[config.mk]
export PLATFORM = sky130hd
export DESIGN_NAME = phase_switch_ctl
export DESIGN_NICKNAME = d
export VERILOG_FILES = /design/src/rtl/psc_pkg.sv /design/src/rtl/psc_ctrl_fn.sv /design/src/rtl/psc_stall_det.sv /design/src/rtl/psc_rearm.sv /design/src/rtl/phase_switch_ctl.sv
export SDC_FILE = /design/constraint.sdc
export NUM_CORES = 1
export LEC_CHECK = 0
export ABC_AREA = 1
export BUFFER_PORTS_ARGS = -buffer_cell sky130_fd_sc_hd__buf_2
export CORE_ASPECT_RATIO = 1.5
export CORE_MARGIN = 10
export CORE_UTILIZATION = 55
export CTS_CLUSTER_SIZE = 8
export DETAILED_ROUTE_END_ITERATION = 12
export GPL_TIMING_DRIVEN = 0
export HOLD_SLACK_MARGIN = 0.02
export PLACE_DENSITY = 0.79
export SYNTH_ARGS = -nofsm -noshare
export SYNTH_HDL_FRONTEND = slang
export SYNTH_SLANG_ARGS = --single-unit
[constraint.sdc]
create_clock -name clk -period 2.6 [get_ports clk]
set_input_delay 0.52 -clock clk [delete_from_list [all_inputs] [get_ports clk]]
set_output_delay 0.52 -clock clk [all_outputs]
set_load 0.05 [all_outputs]
[src/rtl/psc_pkg.sv]
`timescale 1ns/100ps
package psc_pkg;
  typedef enum logic [1:0] {
    PH_GREEN = 2'b00,
    PH_LEFT  = 2'b01,
    PH_PED   = 2'b10,
    PH_IDLE  = 2'b11
  } phase_e;
endpackage

[src/rtl/psc_ctrl_fn.sv]
`timescale 1ns/100ps
module psc_ctrl_fn #(
  parameter int CNT_W   = 9,
  parameter int ALPHA_W = 2,
  parameter int F_W     = CNT_W + ALPHA_W + 2
) (
  input  logic [CNT_W-1:0]          own,
  input  logic [CNT_W-1:0]          other,
  input  logic [ALPHA_W-1:0]        alpha,
  input  logic [CNT_W-1:0]          beta,
  output logic signed [F_W-1:0]     f,
  output logic                      f_nonpos
);
  function automatic logic [F_W-1:0] balance(input logic [ALPHA_W-1:0] a,
                                             input logic [CNT_W-1:0] n_own,
                                             input logic [CNT_W-1:0] b,
                                             input logic [CNT_W-1:0] n_oth);
    logic [F_W-1:0] prod;
    prod = F_W'(a) * F_W'(n_own);
    return prod + F_W'(b) - F_W'(n_oth);
  endfunction

  assign f        = signed'(balance(alpha, own, beta, other));
  assign f_nonpos = f[F_W-1] || (f == '0);
endmodule

[src/rtl/psc_stall_det.sv]
`timescale 1ns/100ps
module psc_stall_det #(
  parameter int CNT_W   = 9,
  parameter int TMR_W   = 8,
  parameter int STALL_T = 5
) (
  input  logic             clk,
  input  logic             rst_n,
  input  logic [CNT_W-1:0] cnt,
  input  logic [TMR_W-1:0] tmr,
  output logic             cnt_moved,
  output logic             stalled
);
  localparam logic [TMR_W-1:0] STALL_V = TMR_W'(STALL_T);

  logic [CNT_W-1:0] prev_q;
  logic [TMR_W-1:0] stamp_q;
  logic             tmr_back;

  assign cnt_moved = (cnt != prev_q);
  assign tmr_back  = (tmr < stamp_q);
  assign stalled   = !cnt_moved && !tmr_back && ((tmr - stamp_q) >= STALL_V);

  always_ff @(posedge clk or negedge rst_n) begin
    if (!rst_n) begin
      prev_q  <= '0;
      stamp_q <= '0;
    end else begin
      prev_q <= cnt;
      if (cnt_moved || tmr_back) stamp_q <= tmr;
    end
  end
endmodule

[src/rtl/psc_rearm.sv]
`timescale 1ns/100ps
module psc_rearm #(
  parameter int CNT_W = 9
) (
  input  logic             clk,
  input  logic             rst_n,
  input  logic [CNT_W-1:0] cnt_a,
  input  logic [CNT_W-1:0] cnt_b,
  input  logic             fire,
  output logic             armed
);
  logic [CNT_W-1:0] snap_a_q, snap_b_q;
  logic             traffic_moved;

  assign traffic_moved = (cnt_a != snap_a_q) || (cnt_b != snap_b_q);

  always_ff @(posedge clk or negedge rst_n) begin
    if (!rst_n) begin
      armed    <= 1'b1;
      snap_a_q <= '0;
      snap_b_q <= '0;
    end else if (fire) begin
      armed    <= 1'b0;
      snap_a_q <= cnt_a;
      snap_b_q <= cnt_b;
    end else if (!armed && traffic_moved) begin
      armed <= 1'b1;
    end
  end
endmodule

[src/rtl/phase_switch_ctl.sv]
`timescale 1ns/100ps
module phase_switch_ctl
  import psc_pkg::*;
#(
  parameter int CNT_W   = 9,
  parameter int ALPHA_W = 2,
  parameter int TMR_W   = 8,
  parameter int STALL_T = 5
) (
  input  logic               clk,
  input  logic               rst_n,
  input  logic [CNT_W-1:0]   cnt_a1,
  input  logic [CNT_W-1:0]   cnt_a2,
  input  logic [TMR_W-1:0]   tmr,
  input  logic [TMR_W-1:0]   min_a1,
  input  logic [TMR_W-1:0]   max_a1,
  input  logic [TMR_W-1:0]   min_a2,
  input  logic [TMR_W-1:0]   max_a2,
  input  logic [TMR_W-1:0]   min_left,
  input  logic [TMR_W-1:0]   max_left,
  input  logic [TMR_W-1:0]   max_ped,
  input  logic [ALPHA_W-1:0] wt_a1,
  input  logic [ALPHA_W-1:0] wt_a2,
  input  logic [CNT_W-1:0]   bias_a1,
  input  logic [CNT_W-1:0]   bias_a2,
  input  logic               fav_arm,
  input  logic [1:0]         phase,
  output logic               sw_req,
  output logic               tmr_clr
);
  localparam int F_W = CNT_W + ALPHA_W + 2;

  logic [CNT_W-1:0]        cnt_arr  [2];
  logic [CNT_W-1:0]        bias_arr [2];
  logic [ALPHA_W-1:0]      wt_arr   [2];
  logic [TMR_W-1:0]        min_arr  [2];
  logic [TMR_W-1:0]        max_arr  [2];
  logic signed [F_W-1:0]   f_arr    [2];
  logic                    fneg_arr [2];

  assign cnt_arr[0]  = cnt_a1;   assign cnt_arr[1]  = cnt_a2;
  assign bias_arr[0] = bias_a1;  assign bias_arr[1] = bias_a2;
  assign wt_arr[0]   = wt_a1;    assign wt_arr[1]   = wt_a2;
  assign min_arr[0]  = min_a1;   assign min_arr[1]  = min_a2;
  assign max_arr[0]  = max_a1;   assign max_arr[1]  = max_a2;

  for (genvar k = 0; k < 2; k++) begin : g_arm
    psc_ctrl_fn #(.CNT_W(CNT_W), .ALPHA_W(ALPHA_W), .F_W(F_W)) u_fn (
      .own      (cnt_arr[k]),
      .other    (cnt_arr[1-k]),
      .alpha    (wt_arr[k]),
      .beta     (bias_arr[k]),
      .f        (f_arr[k]),
      .f_nonpos (fneg_arr[k])
    );
  end

  // Named internal events, also observed by the checker
  phase_e                ph;
  logic [CNT_W-1:0]      fav_cnt;
  logic [TMR_W-1:0]      fav_min, fav_max;
  logic signed [F_W-1:0] f_fav;
  logic                  f_fav_nonpos;
  logic                  cnt_moved, stalled, armed, decide, fire;
  logic                  sw_q;

  assign ph           = phase_e'(phase);
  assign fav_cnt      = cnt_arr[fav_arm];
  assign fav_min      = min_arr[fav_arm];
  assign fav_max      = max_arr[fav_arm];
  assign f_fav        = f_arr[fav_arm];
  assign f_fav_nonpos = fneg_arr[fav_arm];

  psc_stall_det #(.CNT_W(CNT_W), .TMR_W(TMR_W), .STALL_T(STALL_T)) u_stall (
    .clk       (clk),
    .rst_n     (rst_n),
    .cnt       (fav_cnt),
    .tmr       (tmr),
    .cnt_moved (cnt_moved),
    .stalled   (stalled)
  );

  always_comb begin
    decide = 1'b0;
    unique case (ph)
      PH_GREEN: begin
        if (tmr < fav_min)       decide = 1'b0;
        else if (tmr >= fav_max) decide = 1'b1;
        else                     decide = (fav_cnt == '0) || f_fav_nonpos;
      end
      PH_LEFT: begin
        if (tmr < min_left)       decide = 1'b0;
        else if (tmr >= max_left) decide = 1'b1;
        else                      decide = stalled;
      end
      PH_PED:  decide = (tmr >= max_ped);
      PH_IDLE: decide = 1'b0;
      default: decide = 1'b0;
    endcase
  end

  assign fire = armed && decide;

  psc_rearm #(.CNT_W(CNT_W)) u_rearm (
    .clk   (clk),
    .rst_n (rst_n),
    .cnt_a (cnt_a1),
    .cnt_b (cnt_a2),
    .fire  (fire),
    .armed (armed)
  );

  always_ff @(posedge clk or negedge rst_n) begin
    if (!rst_n) sw_q <= 1'b0;
    else        sw_q <= fire;
  end

  assign sw_req  = sw_q;
  assign tmr_clr = sw_q;
endmodule

# Yosys cells after proc, flatten, opt, wreduce, memory -nomap -nowiden
# Index checks and enable logic that the tools add are counted.
# totals
ff_bits	37
in_bits	109
output_inout_bits	2
elab_cells	64
# classes
add_sub_neg	5
multipliers	2
n_lt_le_gt_ge	8
eq_ne	6
mux	19
bitwise	1
reduce_logical	17
# ops
operator	n
8-bit 2-to-1 mux	6
9-bit 2-to-1 mux	3
9-bit != test	3
13-bit zero test	2
13-bit by 9-bit subtractor with 13-bit output	2
11-bit by 9-bit adder with 12-bit output	2
8-bit >= comparator	3
8-bit less-than comparator	3
2-bit by 9-bit multiplier with 11-bit output	2
9-bit zero test	1
1-bit 2-to-1 mux	9
8-bit by 3-bit >= comparator with 1-bit output, second input constant	1
8-bit subtractor	1
1-bit logical OR	5
2-bit equality test, second input constant	2
1-bit logical AND	4
1-bit case mux with 4 select lines	1
1-bit zero test	3
2-bit by 1-bit equality test with 1-bit output, second input constant	1
2-bit >= comparator, second input constant	1
2-bit zero test	1
1-bit NOT with 2-bit output	1
2-bit nonzero test	1

# Logic depth before layout (Yosys ltp)
# depth
word_depth	14
depth_mapped	31
ltp_nobuf	29

# Hierarchy
# Synthesis repeated with hierarchy kept, for this count alone.
# unflattened
cells_unflattened	1003
area_unflattened_um2	6276.0
# by_module_without_submodules
mod	instances	cells_per_inst	area_per_inst_um2	seq_area_each_um2
psc_ctrl_fn at g_arm[0].u_fn	1	240	1390.1	0.0
phase_switch_ctl	1	228	1367.6	25.0
psc_ctrl_fn at g_arm[1].u_fn	1	240	1347.5	0.0
psc_stall_det	1	142	1146.1	425.4
psc_rearm	1	153	1024.7	476.7

# Worst setup path after synthesis
# Ideal clock, no wire load.
# synth_path
path_kind	input to register
start	in wt_a2[1]
end	reg u_rearm.snap_b_q[4]
setup_ns	0.117
arrival_time_ns	4.088
t_required_ns	2.483
path_slack_ns	-1.605
cell_stages	30
n_path_buf	2
cell_sequence	clkbuf_1 nand2_1 fa_1 inv_1 ha_1 a21o_1 a31oi_1 o21ai_0 nand3_1 nand2_1 xor2_1 ha_1 nand2_1 nor2_1 nand3_1 nand3_1 inv_1 nand2_1 nand2_1 inv_1 nand3_1 nand2_1 nand2_1 nand3_1 nand2_1 nand2_2 nand2_2 buf_6 nand2_1 nand2_1
# synth_between
elab_chain_len	13
# synth_lines
element	line	rtl
from (decl)	phase_switch_ctl.sv:23	input logic [ALPHA_W-1:0] wt_a2,
2-bit by 9-bit multiplier with 11-bit output *	psc_ctrl_fn.sv:19	prod = F_W'(a) * F_W'(n_own);
11-bit by 9-bit adder with 12-bit output *	psc_ctrl_fn.sv:20	return prod + F_W'(b) - F_W'(n_oth);
13-bit by 9-bit subtractor with 13-bit output *	psc_ctrl_fn.sv:20	
13-bit zero test	psc_ctrl_fn.sv:24	assign f_nonpos = f[F_W-1] || (f == '0);
1-bit logical OR *	psc_ctrl_fn.sv:24	
1-bit 2-to-1 mux (not written as such) * (3 in a row)	phase_switch_ctl.sv:72	assign f_fav_nonpos = fneg_arr[fav_arm];
1-bit logical OR *	phase_switch_ctl.sv:89	else decide = (fav_cnt == '0) || f_fav_nonpos;
1-bit 2-to-1 mux *	phase_switch_ctl.sv:88	else if (tmr >= fav_max) decide = 1'b1;
1-bit 2-to-1 mux *	phase_switch_ctl.sv:87	if (tmr < fav_min) decide = 1'b0;
1-bit case mux with 4 select lines *	phase_switch_ctl.sv:85	unique case (ph)
1-bit logical AND *	phase_switch_ctl.sv:102	assign fire = armed && decide;
to (signal assigned)	psc_rearm.sv:25	snap_b_q <= cnt_b;
to (decl)	psc_rearm.sv:12	logic [CNT_W-1:0] snap_a_q, snap_b_q;
# Mark *: on every way between the ends. The rest lies on a longest branch, timed or not. The select of a mux whose other input is x is not followed.
# A chain may end at the register's enable or synchronous reset.

# Worst setup path in the final report
# layout_path
start	in bias_a1[1]
end	reg u_rearm.snap_b_q[4]
# layout_between
elab_chain_len	12
# layout_lines
element	line	rtl
from (decl)	phase_switch_ctl.sv:24	input logic [CNT_W-1:0] bias_a1,
11-bit by 9-bit adder with 12-bit output *	psc_ctrl_fn.sv:20	
13-bit by 9-bit subtractor with 13-bit output *	psc_ctrl_fn.sv:20	
13-bit zero test	psc_ctrl_fn.sv:24	
1-bit logical OR *	psc_ctrl_fn.sv:24	
1-bit 2-to-1 mux (not written as such) * (3 in a row)	phase_switch_ctl.sv:72	
1-bit logical OR *	phase_switch_ctl.sv:89	
1-bit 2-to-1 mux *	phase_switch_ctl.sv:88	
1-bit 2-to-1 mux *	phase_switch_ctl.sv:87	
1-bit case mux with 4 select lines *	phase_switch_ctl.sv:85	
1-bit logical AND *	phase_switch_ctl.sv:102	
# Marked as above.

==> impl_results.md <==
* Fin. Hold Viols at 0
* Post-route DRC at 0
* CP endpoint kind: flop
* EDFF count, synth at 0
* Compound-gate portion of the synthesized area at 0.0939
* Adder-Cell Fraction of Synth Area at 0.250
* Async SR Flop Fraction at 1.00
* Worst-margin pin slew at 0.852 ns
* Hpwl dp at 13700 µm
* Synth Area in XOR/XNOR at 0.0506
* Crit path DAT at 4.40 ns
* Failing checks: setup timing
* Initial antenna violation count at 0
* Die H at 147 µm
* Total GRT Usage at 0.229
* Fin. max-slew vios at 0
* Initial core utilization at 0.559
* Overflow after GRT at 0
* Post-DRT Antenna Nets at 0
* Nets at 1249
* Chip width at 105 µm
* Commonest cells in the netlist: nand2_1, inv_1, ha_1, nand3_1, a21oi_1
* Post-Syn Area at 5890 µm²
* Die area at 15300 µm²
* Distinct cell type count after synthesis at 33
* Leakage at 4.42 nW
* Multiplexer area fraction after synthesis at 0.0255
* Worst-Skew Late Latency at 0.28 ns
* Slowest cell on crit path: fa_1
* Final WS setup at -1.64 ns
* Relative slew margins at 0.432
* Top Ports at 111
* Row Count at 46
* TritonCTS clock tree: yes
* HP Class: in2async
* Pwr Density at 548 nW/µm²
* CP max stage delay at 0.52 ns
* Clock Tree Buf Depth at 2
* Final setup violation count at 20
* Drt initial violations at 401
* Syn avg cell area at 6.65 µm²
* FILL cells at 802
* F_max at 0.236 GHz
* Final worst clock skew at 0.00745 ns
* CTS H-tree lvls at 2
* Fin crit share at 1.63
* Area grow syn2layout at 30.4%
* Worst Path Required at 2.76 ns
* Post-DR wirelength/cell at 16.1 µm
* CTS Sinks at 37
* Primary FF master, synth: dfrtp_1
* First-pass GRT wire length at 29200 µm
* Net Count, Synth at 1100
* # Max-Cap Violations at 0
* Post-synthesis cell count at 886
* Clock buffer count from CTS at 5
* Clock transition at path regs at 0.05 ns
* Final worst path period need at 4.24 ns
* Vias at 6510
* WL final at 19000 µm
* Yosys reg bits at 37
* Largest family of logic cells by synthesized area: simple AND/OR/NAND/NOR gates
* GP Congestion at 0.920
* Number of global-route vias before repair at 6403
* IO Port Bufs at 105
* Top-count cell post-synth: nand2_1
* Crit-path most repeated cell: buf_4
* Synth area leaders: ha_1, nand2_1, dfrtp_1
* Place WS at -1.84 ns
* Peak VDD IR at 0.376 mV
* Top cell type by total area after synthesis: ha_1
* Post-Synth Simple-Gate Area at 0.290
* Largest net degree at the start of global routing at 38
* Status: complete, but fails checks
* Multi-input gate area at 4580 µm²
* Ant. Diodes at 0
* Yosys warnings at 0
* Sequential area share after synthesis at 0.157
* Clock Root Buffer: clkbuf_16
* Setup_tns at -31.83 ns
* Crit Path Max Fanout at 5
* Core Area at 10500 µm²
* First-pass DRT Iterations at 5
* Setup CP Type: in2reg
* Fraction of layout cells with a size suffix above 1 at 0.251
* Hold-fix buffers, CTS at 0
* RSZ-0062 raised after global routing: yes
* Worst setup SP type: input pin
* Yosys top cell area share at 0.178
* Via density at 5.52
* Flip-flop and latch area at 927 µm²
-- cells by family after synthesis --
group                      after synthesis
adders and majority gates              105
and+or+nand+nor                        402
DFF                                     37
muxes                                   15
xor gates and xnor gates                34
AOI/OAI and AO/OA                       97
buffers and inverters                  196
-- timing repair --
| action | 4_1_cts | 5_1_grt |
|---|---|---|
| cloned | 2 | 1 |
| resized for setup | 73 | 38 |
| endpoints found under the setup margin | 20 | 26 |
| buffers inserted | 28 | 8 |
| pin swaps | 29 | 30 |
-- final timing paths --
kind | end | slack (ns) | depth (start not counted) | from
worst min register to register | u_stall.stamp_q[0] | 0.49 | 2 | u_stall.stamp_q[0]
max in group asynchronous | u_stall.prev_q[2] | 1.71 | 1 | rst_n
min in group clk | u_rearm.snap_a_q[1] | 0.49 | 3 | cnt_a1[1]
worst min-delay path | u_stall.stamp_q[1] | 0.35 | 1 | rst_n
worst max register to register | u_rearm.snap_b_q[4] | -0.01 | 18 | u_stall.stamp_q[0]
worst max-delay path | u_rearm.snap_b_q[4] | -1.64 | 31 | bias_a1[1]
-- metal layers --
layer  GRT usage  wire length [µm]
met5           0                 0
met3      0.0228               898
met2       0.454             10500
met1       0.222              6510
met4       0.127              1120
-- registers in the layout, indices dropped and copies added (netlist names) --
| signal | count |
|---|---|
| u_rearm.snap_a_q | 9 |
| sw_req | 1 |
| u_stall.stamp_q | 8 |
| u_stall.prev_q | 9 |
| u_rearm.snap_b_q | 9 |
| u_rearm.armed | 1 |
-- final cells by class --
type                    count  share of cell area
plain buffers              14              0.0241
clock buffers               6              0.0168
clock inverters             2             0.00130
inverters                 181              0.0884
multi-input cells         653               0.597
flip-flops and latches     37               0.121
well taps                 144              0.0235
repair buffers            143               0.129
-- per-stage QoR --
step / util / hold WS (ns) / power (mW) / cells / area [µm²]
after floorplan: - / 0.224 / 2.44 / 886 / 5990
final: 0.729 / 0.347 / 4.21 / 1180 / 7680
after detailed placement: 0.636 / 0.478 / 2.95 / 1135 / 6700
after global routing: 0.729 / 0.406 / 4.56 / 1180 / 7680
after CTS: 0.708 / 0.360 / 3.91 / 1173 / 7460
after global placement: 0.636 / 0.469 / 2.90 / 1135 / 6700
-- cells in the final DEF, fill, tap and decap left out, types with 19 or more instances in the layout --
cell type	n
fa_1	19
xor2_1	19
nand2_2	20
nand2_1	228
a21oi_1	42
inv_1	173
buf_2	94
o21ai_0	20
ha_1	73
nand4_1	19
nand3_1	52
dfrtp_1	36
buf_4	33
nor2_1	35
-- worst max-delay path: cells and delay by family --
family / cells / cell delay (ns)
buf+inv: 13 / 1.48
simple gates: 15 / 1.32
fa+ha+maj: 3 / 1.09
-- report_power, final --
group	switching (mW)	total (mW)	internal, mW
registers	0.113	0.831	0.719
clock network	0.233	0.585	0.352
logic	1.59	2.80	1.20
No activity file was read; power rests on OpenSTA's default activity.
